File: src/rtl/pwr_mode_pkg.sv
package pwr_mode_pkg;
  typedef enum logic [2:0] {
    M_HS    = 3'd0,
    M_LS    = 3'd1,
    M_DOZE  = 3'd2,
    M_SLEEP = 3'd3,
    M_SUSP  = 3'd4,
    M_OFF   = 3'd5
  } mode_t;

  localparam int N_MODES   = 6;
  localparam int N_STEPS   = 5;
  localparam int A_TMO0    = 0;
  localparam int A_PAT0    = A_TMO0 + N_STEPS;
  localparam int A_IO_BASE = A_PAT0 + N_MODES;
  localparam int A_IO_LIM  = A_IO_BASE + 1;
  localparam int A_MASK    = A_IO_LIM + 1;
  localparam int A_MISC    = A_MASK + 1;
endpackage

File: src/rtl/pmc_regs.sv
module pmc_regs
  import pwr_mode_pkg::*;
#(
  parameter int TMR_W  = 16,
  parameter int IO_AW  = 16,
  parameter int N_ACT  = 4,
  parameter int N_PINS = 5,
  parameter int DATA_W = 16,
  parameter int ADDR_W = 4,
  parameter logic [N_PINS-1:0] PIN_RST = N_PINS'(8)
) (
  input  logic                              clk,
  input  logic                              rst_n,
  input  logic                              wr_en,
  input  logic [ADDR_W-1:0]                 wr_addr,
  input  logic [DATA_W-1:0]                 wr_data,
  output logic [N_STEPS-1:0][TMR_W-1:0]     tmo,
  output logic [N_MODES-1:0][N_PINS-1:0]    pat,
  output logic [IO_AW-1:0]                  io_base,
  output logic [IO_AW-1:0]                  io_limit,
  output logic [N_ACT-1:0]                  act_mask,
  output logic                              lp_refresh
);
  for (genvar i = 0; i < N_STEPS; i++) begin : g_tmo
    always_ff @(posedge clk) begin
      if (!rst_n)                                          tmo[i] <= '0;
      else if (wr_en && wr_addr == ADDR_W'(A_TMO0 + i))    tmo[i] <= wr_data[TMR_W-1:0];
    end
  end

  for (genvar j = 0; j < N_MODES; j++) begin : g_pat
    always_ff @(posedge clk) begin
      if (!rst_n)                                          pat[j] <= PIN_RST;
      else if (wr_en && wr_addr == ADDR_W'(A_PAT0 + j))    pat[j] <= wr_data[N_PINS-1:0];
    end
  end

  always_ff @(posedge clk) begin
    if (!rst_n) begin
      io_base    <= '1;
      io_limit   <= '0;
      act_mask   <= '0;
      lp_refresh <= 1'b0;
    end else if (wr_en) begin
      if (wr_addr == ADDR_W'(A_IO_BASE)) io_base    <= wr_data[IO_AW-1:0];
      if (wr_addr == ADDR_W'(A_IO_LIM))  io_limit   <= wr_data[IO_AW-1:0];
      if (wr_addr == ADDR_W'(A_MASK))    act_mask   <= wr_data[N_ACT-1:0];
      if (wr_addr == ADDR_W'(A_MISC))    lp_refresh <= wr_data[0];
    end
  end
endmodule

File: src/rtl/pmc_act_detect.sv
module pmc_act_detect #(
  parameter int N_ACT = 4,
  parameter int IO_AW = 16
) (
  input  logic [N_ACT-1:0] act_stb,
  input  logic [N_ACT-1:0] act_mask,
  input  logic [IO_AW-1:0] io_addr,
  input  logic             io_stb,
  input  logic [IO_AW-1:0] io_base,
  input  logic [IO_AW-1:0] io_limit,
  output logic             act_hit
);
  logic io_in_window;
  assign io_in_window = io_stb && (io_addr >= io_base) && (io_addr <= io_limit);
  assign act_hit      = (|(act_stb & act_mask)) || io_in_window;
endmodule

File: src/rtl/pmc_mode_fsm.sv
module pmc_mode_fsm
  import pwr_mode_pkg::*;
#(
  parameter int TMR_W = 16
) (
  input  logic                          clk,
  input  logic                          rst_n,
  input  logic                          act_hit,
  input  logic                          susres_req,
  input  logic [N_STEPS-1:0][TMR_W-1:0] tmo,
  output mode_t                         mode_q
);
  logic [TMR_W-1:0] cnt_q, cnt_d, cur_tmo, nxt_tmo;
  mode_t            mode_d, mode_nxt;
  logic             sleeping;

  assign sleeping = (mode_q == M_SUSP) || (mode_q == M_OFF);
  assign mode_nxt = mode_t'(mode_q + 3'd1);

  always_comb begin
    cur_tmo = '0;
    nxt_tmo = '0;
    for (int k = 0; k < N_STEPS; k++) begin
      if (mode_q == mode_t'(k))   cur_tmo = tmo[k];
      if (mode_nxt == mode_t'(k)) nxt_tmo = tmo[k];
    end
  end

  always_comb begin
    mode_d = mode_q;
    cnt_d  = cnt_q;
    if (susres_req) begin
      if (sleeping) begin
        mode_d = M_HS;
        cnt_d  = tmo[0];
      end else begin
        mode_d = M_SUSP;
        cnt_d  = tmo[N_STEPS-1];
      end
    end else if (act_hit && !sleeping) begin
      mode_d = M_HS;
      cnt_d  = tmo[0];
    end else if (mode_q != M_OFF && cur_tmo != '0) begin
      if (cnt_q <= TMR_W'(1)) begin
        mode_d = mode_nxt;
        cnt_d  = nxt_tmo;
      end else begin
        cnt_d  = cnt_q - TMR_W'(1);
      end
    end
  end

  always_ff @(posedge clk) begin
    if (!rst_n) begin
      mode_q <= M_HS;
      cnt_q  <= '0;
    end else begin
      mode_q <= mode_d;
      cnt_q  <= cnt_d;
    end
  end
endmodule

File: src/rtl/pwr_mode_ctrl.sv
module pwr_mode_ctrl
  import pwr_mode_pkg::*;
#(
  parameter int N_ACT  = 4,
  parameter int IO_AW  = 16,
  parameter int TMR_W  = 16,
  parameter int N_PINS = 5,
  parameter int DATA_W = 16,
  parameter int ADDR_W = 4
) (
  input  logic              clk,
  input  logic              rst_n,
  input  logic [N_ACT-1:0]  act_stb,
  input  logic [IO_AW-1:0]  io_addr,
  input  logic              io_stb,
  input  logic              susres_req,
  input  logic              wr_en,
  input  logic [ADDR_W-1:0] wr_addr,
  input  logic [DATA_W-1:0] wr_data,
  output logic [2:0]        mode_o,
  output logic [N_PINS-1:0] pctl_o,
  output logic              hs_pll_en,
  output logic              ls_pll_en,
  output logic              cpu_clk_en,
  output logic              refresh_keep
);
  localparam logic [N_PINS-1:0] PIN_RST = N_PINS'(1) << 3;

  logic [N_STEPS-1:0][TMR_W-1:0]  tmo;
  logic [N_MODES-1:0][N_PINS-1:0] pat;
  logic [IO_AW-1:0]               io_base, io_limit;
  logic [N_ACT-1:0]               act_mask;
  logic                           lp_refresh;
  logic                           act_hit;
  mode_t                          mode_q;

  pmc_regs #(
    .TMR_W(TMR_W), .IO_AW(IO_AW), .N_ACT(N_ACT), .N_PINS(N_PINS),
    .DATA_W(DATA_W), .ADDR_W(ADDR_W), .PIN_RST(PIN_RST)
  ) u_regs (
    .clk(clk), .rst_n(rst_n), .wr_en(wr_en), .wr_addr(wr_addr), .wr_data(wr_data),
    .tmo(tmo), .pat(pat), .io_base(io_base), .io_limit(io_limit),
    .act_mask(act_mask), .lp_refresh(lp_refresh)
  );

  pmc_act_detect #(.N_ACT(N_ACT), .IO_AW(IO_AW)) u_act (
    .act_stb(act_stb), .act_mask(act_mask), .io_addr(io_addr), .io_stb(io_stb),
    .io_base(io_base), .io_limit(io_limit), .act_hit(act_hit)
  );

  pmc_mode_fsm #(.TMR_W(TMR_W)) u_fsm (
    .clk(clk), .rst_n(rst_n), .act_hit(act_hit), .susres_req(susres_req),
    .tmo(tmo), .mode_q(mode_q)
  );

  always_comb begin
    pctl_o = PIN_RST;
    for (int k = 0; k < N_MODES; k++)
      if (mode_q == mode_t'(k)) pctl_o = pat[k];
  end

  assign mode_o       = mode_q;
  assign hs_pll_en    = (mode_q == M_HS);
  assign ls_pll_en    = (mode_q == M_LS) || (mode_q == M_DOZE) || (mode_q == M_SLEEP);
  assign cpu_clk_en   = (mode_q == M_HS) || (mode_q == M_LS);
  assign refresh_keep = (mode_q == M_SUSP) || ((mode_q == M_OFF) && lp_refresh);
endmodule

File: config.mk
export PLATFORM = sky130hd
export DESIGN_NAME = pwr_mode_ctrl
export DESIGN_NICKNAME = d
export VERILOG_FILES = /design/src/rtl/pwr_mode_pkg.sv /design/src/rtl/pmc_regs.sv /design/src/rtl/pmc_act_detect.sv /design/src/rtl/pmc_mode_fsm.sv /design/src/rtl/pwr_mode_ctrl.sv
export SDC_FILE = /design/constraint.sdc
export NUM_CORES = 1
export LEC_CHECK = 0
export ABC_CLOCK_PERIOD_IN_PS = 5700
export BUFFER_PORTS_ARGS = -buffer_cell sky130_fd_sc_hd__buf_2
export CORE_MARGIN = 2
export CORE_UTILIZATION = 50
export CTS_BUF_LIST = sky130_fd_sc_hd__clkbuf_4 sky130_fd_sc_hd__clkbuf_8
export DETAILED_ROUTE_END_ITERATION = 6
export PLACE_DENSITY_LB_ADDON = 0.3
export SYNTH_ARGS = -nofsm -noshare
export SYNTH_HDL_FRONTEND = slang
export SYNTH_SLANG_ARGS = --single-unit
File: constraint.sdc
create_clock -name clk -period 5.7 [get_ports clk]
set_input_delay 1.425 -clock clk [delete_from_list [all_inputs] [get_ports clk]]
set_output_delay 1.425 -clock clk [all_outputs]
set_load 0.02 [all_outputs]
==> impl_metrics.csv, run 1 <==
group,metric,value,unit
global_routing,grt_pass1_wl,42000,µm
timing,tns,0,ns
placed_design,dpl_worst_slack,1.59,ns
setup_path,worstPathCellList,"clkinv_1 -> ha_1 -> nor2_1 -> o311ai_0 -> o21ai_0 -> a22oi_1 -> buf_2",
global_routing,grt_max_degree,124,
job,max_cap_violations,0,
cells_and_area,area_growth,8.47,%
synthesis,synth-seq-cells,166,
timing,setup_violations,0,
cells_and_area,utilization,55.2,%
clock_tree,cts_buffer_depth,2,
cells_and_area,diodes,0,
synthesis,synth-main-ff-cell,"dfxtp_1",
clock_tree,post-cts-setup-buffers,0,
timing,period_minus_slack,4.51,ns
power_and_ir_drop,leakagePower,3.53,nW
global_routing,antenna_found_initial,0,
route,num_vias,8316,
cells_and_area,drive_above_1_share,10.0,%
clock_tree,path_clk_slew,0.09,ns
timing,slew_headroom,12.2,%
route,avgViaCountPerCell,5.84,
setup_path,endpoint_kind,"output pin",
route,drc,0,
setup_path,r2r-end,"u_fsm.cnt_q[10]$_SDFFE_PN0P_",
placed_design,port_buffers,56,
setup_path,crit_end,"pctl_o[3]",
synthesis,synth-seq-area-share,36.5,%
synthesis,netlist_area,0.00911,mm²
setup_path,required,4.28,ns
cells_and_area,layout_common_cells,"nand2_1, dfxtp_1, a21boi_0, nor2_1, buf_2",
placed_design,place_congestion,0.895,
setup_path,critPathKind,"reg2out",
clock_tree,clkLatencyLatePin,0.47,ns
die,start_util,50.9,%
die,rows,49,
setup_path,r2r_setup_slack,1.63,ns
die,design.core.area,0.0179,mm²
route,antenna_left,0,
timing,fmax,0.222,GHz
global_routing,overflow,0,
cells_and_area,n_fill_cell,1736,
run_status,outcome,"completed",
die,io_pins,57,
synthesis,synthDistinctLibCells,65,
min_path,min_from,"u_regs.io_limit[10]$_SDFFE_PN0P_",
route,drtPass1Iterations,5,
power_and_ir_drop,p_per_area,251,mW/mm²
setup_path,r2r_start,"u_fsm.mode_q[0]$_SDFFE_PN0P_",
synthesis,syn_avg_cell_area,7.75,µm²
clock_tree,tritoncts,"yes",
timing,rsz0062_at_grt,"false",
cells_and_area,final_net_count,1268,
die,die_height,139,µm
global_routing,first_global_vias,7779,
power_and_ir_drop,peakVddDrop,0.165,mV
synthesis,synthesis.instances,1176,
setup_path,startpoint,"u_fsm.mode_q[2]$_SDFFE_PN0P_",
min_path,hold_path.class,"reg2reg",
timing,fin_worst_skew,0.0131,ns
setup_path,slowest_delay,0.69,ns
setup_path,cp_slowest_cell,"dfxtp_1",
clock_tree,htreeDepth,4,
synthesis,ys_warn_count,0,
clock_tree,cts_resized,0,
placed_design,hpwl,17900,µm
clock_tree,cts-buffers-inserted,17,
synthesis,synthArstFlopShare,0,%
clock_tree,cts-hold-fix-buffers,0,
cells_and_area,final_common_cell,"nand2_1",
route,detail_route.wl_per_cell,18.0,µm
setup_path,critPathArrivalTime,3.09,ns
route,drt-initial-drc-count,869,
die,die_w,139,µm
setup_path,r2r_cells,11,
timing,maxSlewViolCount,0,
timing,fin_ws,1.19,ns
die,die_area,0.0193,mm²
route,routed_wl,25600,µm
synthesis,synth-edff-count,0,
timing,finalHoldViolations,0,
timing,period_share,79.1,%
setup_path,startpoint_type,"flop",
clock_tree,cts-root-buf,"clkbuf_8",
global_routing,track_usage,26.8,%
clock_tree,cts_sinks,166,
power_and_ir_drop,p_total,2.48,mW
timing,worst_pin_slew,1.31,ns
synthesis,syn_nets,1261,
setup_path,worst-path-max-fanout,13,
-- report_power, final --
group / internal, mW / switching [mW] / total [mW] / leakage, nW
sequential: 1.19 / 0.0275 / 1.21 / 1.34
clock: 0.416 / 0.459 / 0.875 / 0.195
combinational: 0.148 / 0.244 / 0.392 / 1.99
-- synthesized netlist by cell type (all sizes together), types with 4 or more instances --
cell    number  area [µm²]
a211oi      11        97.6
a21boi      97         728
a21o         6        45.0
a21oi       42         210
a221oi       4        35.0
a22oi       10        75.1
a31oi        7        58.8
a32oi        6        52.6
buf         10        60.1
clkbuf      68         255
dfxtp      166        3320
ha          40         500
inv         42         158
mux2i       40         400
nand2      300        1130
nand2b      10        65.1
nand3       14        70.1
nand3b       6        45.0
nor2        62         235
nor2b       46         288
nor3        18         100
nor3b        6        45.0
nor4        14        87.6
o211ai      24         180
o21ai       41         205
o21bai       6        45.0
o22ai       13        81.3
o31ai        6        45.0
o41ai        6        52.6
or2          6        37.5
or4          6        48.8
xnor2        6        52.6
-- sequential cells by signal, summed over array words and instances, names as in the netlist --
name               count
u_regs.lp_refresh      1
u_fsm.mode_q           3
u_fsm.cnt_q           16
u_regs.act_mask        4
u_regs.io_limit       16
u_regs.io_base        16
u_regs.tmo            80
u_regs.pat            30
-- routing by layer --
layer	GRT usage (%)	part of all wire, %	vias up
met5	0	0	-
met4	8.13	2.1	0
met3	4.25	6.3	42
met2	42.4	46	302
met1	37.7	46	3896
li1	-	-	4076
-- critical path, delay by kind of cell, from the launching register on --
| kind | cells | cell delay [ns] |
|---|---|---|
| flip-flops | 1 | 0.69 |
| AO/OA/AOI/OAI | 3 | 0.49 |
| AND/OR/NAND/NOR | 1 | 0.30 |
| buffers and inverters | 2 | 0.68 |
| adder cells (fa/ha/maj) | 1 | 0.45 |
-- metrics by stage --
step	instance area, µm²	hold slack, ns	std cells
after detailed placement	9480	0.456	1393
after CTS	9880	0.475	1425
final	9880	0.472	1425
after global routing	9880	0.493	1425
after global placement	9480	0.443	1393
after floorplan	9110	0.432	1176
-- cell families after synthesis --
| family | synth area share, % |
|---|---|
| flip-flops | 36.5 |
| AO/OA/AOI/OAI | 22.7 |
| buffers and inverters | 5.23 |
| adder cells (fa/ha/maj) | 5.49 |
| XOR/XNOR | 0.673 |
| AND/OR/NAND/NOR | 24.9 |
| multiplexers | 4.52 |
-- layout make-up --
type	instances	area [µm²]	area share [%]
clock inverters	13	148	1.49
repair buffers	66	358	3.62
flip-flops and latches	166	3320	33.6
well taps	229	287	2.90
inverters	43	161	1.63
multi-input cells	889	5350	54.1
clock buffers	19	262	2.65
-- how the worst min path moves through the flow --
stage | end | slack [ns] | cells past startpoint
after floorplan | u_regs.pat[23]$_SDFFE_PN1P_ | 0.43 | 2
after global placement | u_regs.pat[23]$_SDFFE_PN1P_ | 0.44 | 2
after detailed placement | u_regs.pat[23]$_SDFFE_PN1P_ | 0.46 | 2
after CTS | u_regs.io_limit[10]$_SDFFE_PN0P_ | 0.48 | 2
after global routing | u_regs.io_limit[7]$_SDFFE_PN0P_ | 0.49 | 2
final | u_regs.io_limit[10]$_SDFFE_PN0P_ | 0.47 | 2
(Power assumes the default switching activity.)
==> inputs of run 2 (changes only) <==
--- a/config.mk
+++ b/config.mk
@@ -5,7 +5,8 @@
 export SDC_FILE = /design/constraint.sdc
 export NUM_CORES = 1
 export LEC_CHECK = 0
-export ABC_CLOCK_PERIOD_IN_PS = 5700
+export ABC_AREA = 1
+export ABC_CLOCK_PERIOD_IN_PS = 3800
 export BUFFER_PORTS_ARGS = -buffer_cell sky130_fd_sc_hd__buf_2
 export CORE_MARGIN = 2
 export CORE_UTILIZATION = 50
==> constraint.sdc (replaced) <==
create_clock -name clk -period 3.8 [get_ports clk]
set_input_delay 0.95 -clock clk [delete_from_list [all_inputs] [get_ports clk]]
set_output_delay 0.95 -clock clk [all_outputs]
set_load 0.02 [all_outputs]
==> impl_metrics.csv, run 2 <==
group,metric,value,unit
cells_and_area,largest_register_ffs,80,
synthesis,synthTopCellsByCount,"nor2_1, nand2_1, dfxtp_1",
die,die_w,140,µm
timing,period_minus_slack,3.52,ns
cells_and_area,drive_above_1_share,8.18,%
synthesis,syn_avg_cell_area,6.51,µm²
power_and_ir_drop,p_total,4.12,mW
clock_tree,cts_sinks,166,
synthesis,synth-main-ff-cell,"dfxtp_1",
clock_tree,cts-buffers-inserted,17,
global_routing,grt_pass1_wl,46200,µm
setup_path,required,2.85,ns
synthesis,synth_xor_area_share,0.569,%
route,drt-initial-drc-count,1054,
synthesis,synth_fa_ha_area_share,5.42,%
synthesis,synthDistinctLibCells,34,
clock_tree,clkLatencyLatePin,0.48,ns
cells_and_area,n_fill_cell,1808,
timing,fin_ws,0.284,ns
timing,fin_worst_skew,0.0148,ns
synthesis,synthTopCellsByArea,"dfxtp_1, nor2_1, nand2_1, o21ai_0, a21oi_1",
cells_and_area,final_net_count,1517,
synthesis,syn_nets,1504,
cells_and_area,area_growth,8.25,%
die,design.core.area,0.0180,mm²
synthesis,synthesis.instances,1419,
clock_tree,post-cts-setup-buffers,0,
job,max_cap_violations,0,
placed_design,place_congestion,0.965,
global_routing,track_usage,29.7,%
synthesis,synth_simple_gate_area_share,28.8,%
cells_and_area,layout_common_cells,"nand2_1, nor2_1, dfxtp_1, o21ai_0, inv_1",
route,routed_wl,28500,µm
cells_and_area,utilization,55.5,%
synthesis,synth_area_leader_cell,"dfxtp_1",
cells_and_area,diodes,0,
clock_tree,cts_buffer_depth,2,
clock_tree,tritoncts,"yes",
synthesis,synth_top_family_by_area,"simple AND/OR/NAND/NOR gates",
synthesis,synth-seq-area-share,36.0,%
synthesis,ys_warn_count,0,
synthesis,synth-edff-count,0,
power_and_ir_drop,peakVddDrop,0.286,mV
synthesis,synth_top_area_share,36.0,%
route,avgViaCountPerCell,5.70,
min_path,hold_path.class,"reg2reg",
synthesis,netlist_area,0.00924,mm²
global_routing,overflow,0,
timing,setup_violations,0,
global_routing,antenna_found_initial,0,
timing,rsz0062_at_grt,"false",
timing,slew_headroom,25.0,%
global_routing,first_global_vias,8768,
global_routing,grt_max_degree,68,
run_status,outcome,"completed",
clock_tree,path_clk_slew,0.09,ns
placed_design,dpl_worst_slack,0.579,ns
timing,worst_pin_slew,1.12,ns
timing,finalHoldViolations,0,
timing,maxSlewViolCount,0,
die,rows,49,
synthesis,yosysMostFrequentCell,"nor2_1",
die,die_height,140,µm
clock_tree,htreeDepth,4,
setup_path,critPathArrivalTime,2.57,ns
cells_and_area,final_common_cell,"nand2_1",
power_and_ir_drop,leakagePower,4.58,nW
setup_path,startpoint_type,"flop",
timing,period_share,92.5,%
setup_path,endpoint_kind,"output pin",
die,start_util,51.2,%
synthesis,synthArstFlopShare,0,%
synthesis,synth_compound_area_share,20.1,%
route,detail_route.wl_per_cell,17.1,µm
die,io_pins,57,
setup_path,critPathKind,"reg2out",
die,die_area,0.0196,mm²
synthesis,synth-seq-cells,166,
clock_tree,cts-root-buf,"clkbuf_8",
placed_design,port_buffers,56,
route,num_vias,9524,
cells_and_area,reg_top3,"u_regs.tmo: 80 flops, u_regs.pat: 30 flops",
power_and_ir_drop,p_per_area,412,mW/mm²
cells_and_area,regMostFlops,"u_regs.tmo",
route,drc,0,
route,drtPass1Iterations,5,
synthesis,synth_mux_area_share,0,%
placed_design,hpwl,20100,µm
route,antenna_left,0,
timing,tns,0,ns
timing,fmax,0.284,GHz
setup_path,worst-path-max-fanout,35,
run 2: cell types whose count changed after synthesis, sizes merged, moves of 70 or more:
cell / before / now
a21boi: 97 / 0
a21oi: 42 / 112
inv: 42 / 144
nand3: 14 / 93
nor2: 62 / 256
o21ai: 41 / 170
run 2: worst paths after layout:
check                                                startpoint                               to  slack, ns  cells after the start
worst max-delay path               u_fsm.mode_q[0]$_SDFFE_PN0P_                     refresh_keep       0.28                      8
worst min-delay path            u_regs.io_limit[0]$_SDFFE_PN0P_  u_regs.io_limit[0]$_SDFFE_PN0P_       0.46                      2
worst max register to register     u_fsm.mode_q[2]$_SDFFE_PN0P_     u_fsm.cnt_q[13]$_SDFFE_PN0P_       0.64                     13
worst min register to register  u_regs.io_limit[0]$_SDFFE_PN0P_  u_regs.io_limit[0]$_SDFFE_PN0P_       0.46                      2
run 2: critical path, stage by stage, from the launching register on:
cell and delay (ns):
dfxtp_1 0.46, inv_1 0.10, ha_1 0.32, nand2_1 0.32, nand2_1 0.17, inv_2 0.08
buf_4 0.38, nor2_1 0.09, buf_2 0.17
run 2: cells by family (layout without fill, tap and decap cells):
logic type      count (synthesis)  in the layout
buf+inv                       220            244
flops                         166            166
xor+xnor                        6              6
fa+ha+maj                      40             40
simple gates                  646            646
compound gates                341            341
run 2: through the flow:
stage / cells / hold WS, ns / cell area, µm²
after floorplan: 1419 / 0.424 / 9240
after global placement: 1642 / 0.441 / 9610
after detailed placement: 1642 / 0.447 / 9610
after CTS: 1672 / 0.461 / 9990
after global routing: 1672 / 0.494 / 10000
final: 1672 / 0.457 / 10000
run 2: power breakdown:
group	internal, mW	switching (mW)
sequential	1.81	0.0613
combinational	0.322	0.652
clock	0.577	0.695
total	2.71	1.41
run 2: per-layer routing:
| layer | vias to the layer above | global-route usage (%) | routed length (µm) |
|---|---|---|---|
| met5 | - | 0 | 0 |
| met4 | 0 | 13.9 | 1090 |
| met3 | 80 | 7.08 | 2420 |
| met2 | 381 | 44.5 | 12300 |
| met1 | 4350 | 40.4 | 12700 |
| li1 | 4713 | - | - |
run 2: layout make-up:
cell class / count / area, µm² / share of cell area (%)
clock buffers: 21 / 283 / 2.83
clock inverters: 9 / 92.6 / 0.926
inverters: 146 / 548 / 5.48
multi-input cells: 1033 / 5080 / 50.8
flip-flops and latches: 166 / 3320 / 33.2
well taps: 229 / 287 / 2.87
repair buffers: 68 / 385 / 3.85
run 2: repair_timing:
item,in CTS,in global routing
hold buffers,0,0
gates resized for setup,0,3
endpoints found under the setup margin,0,5
endpoints found under the hold margin,0,0
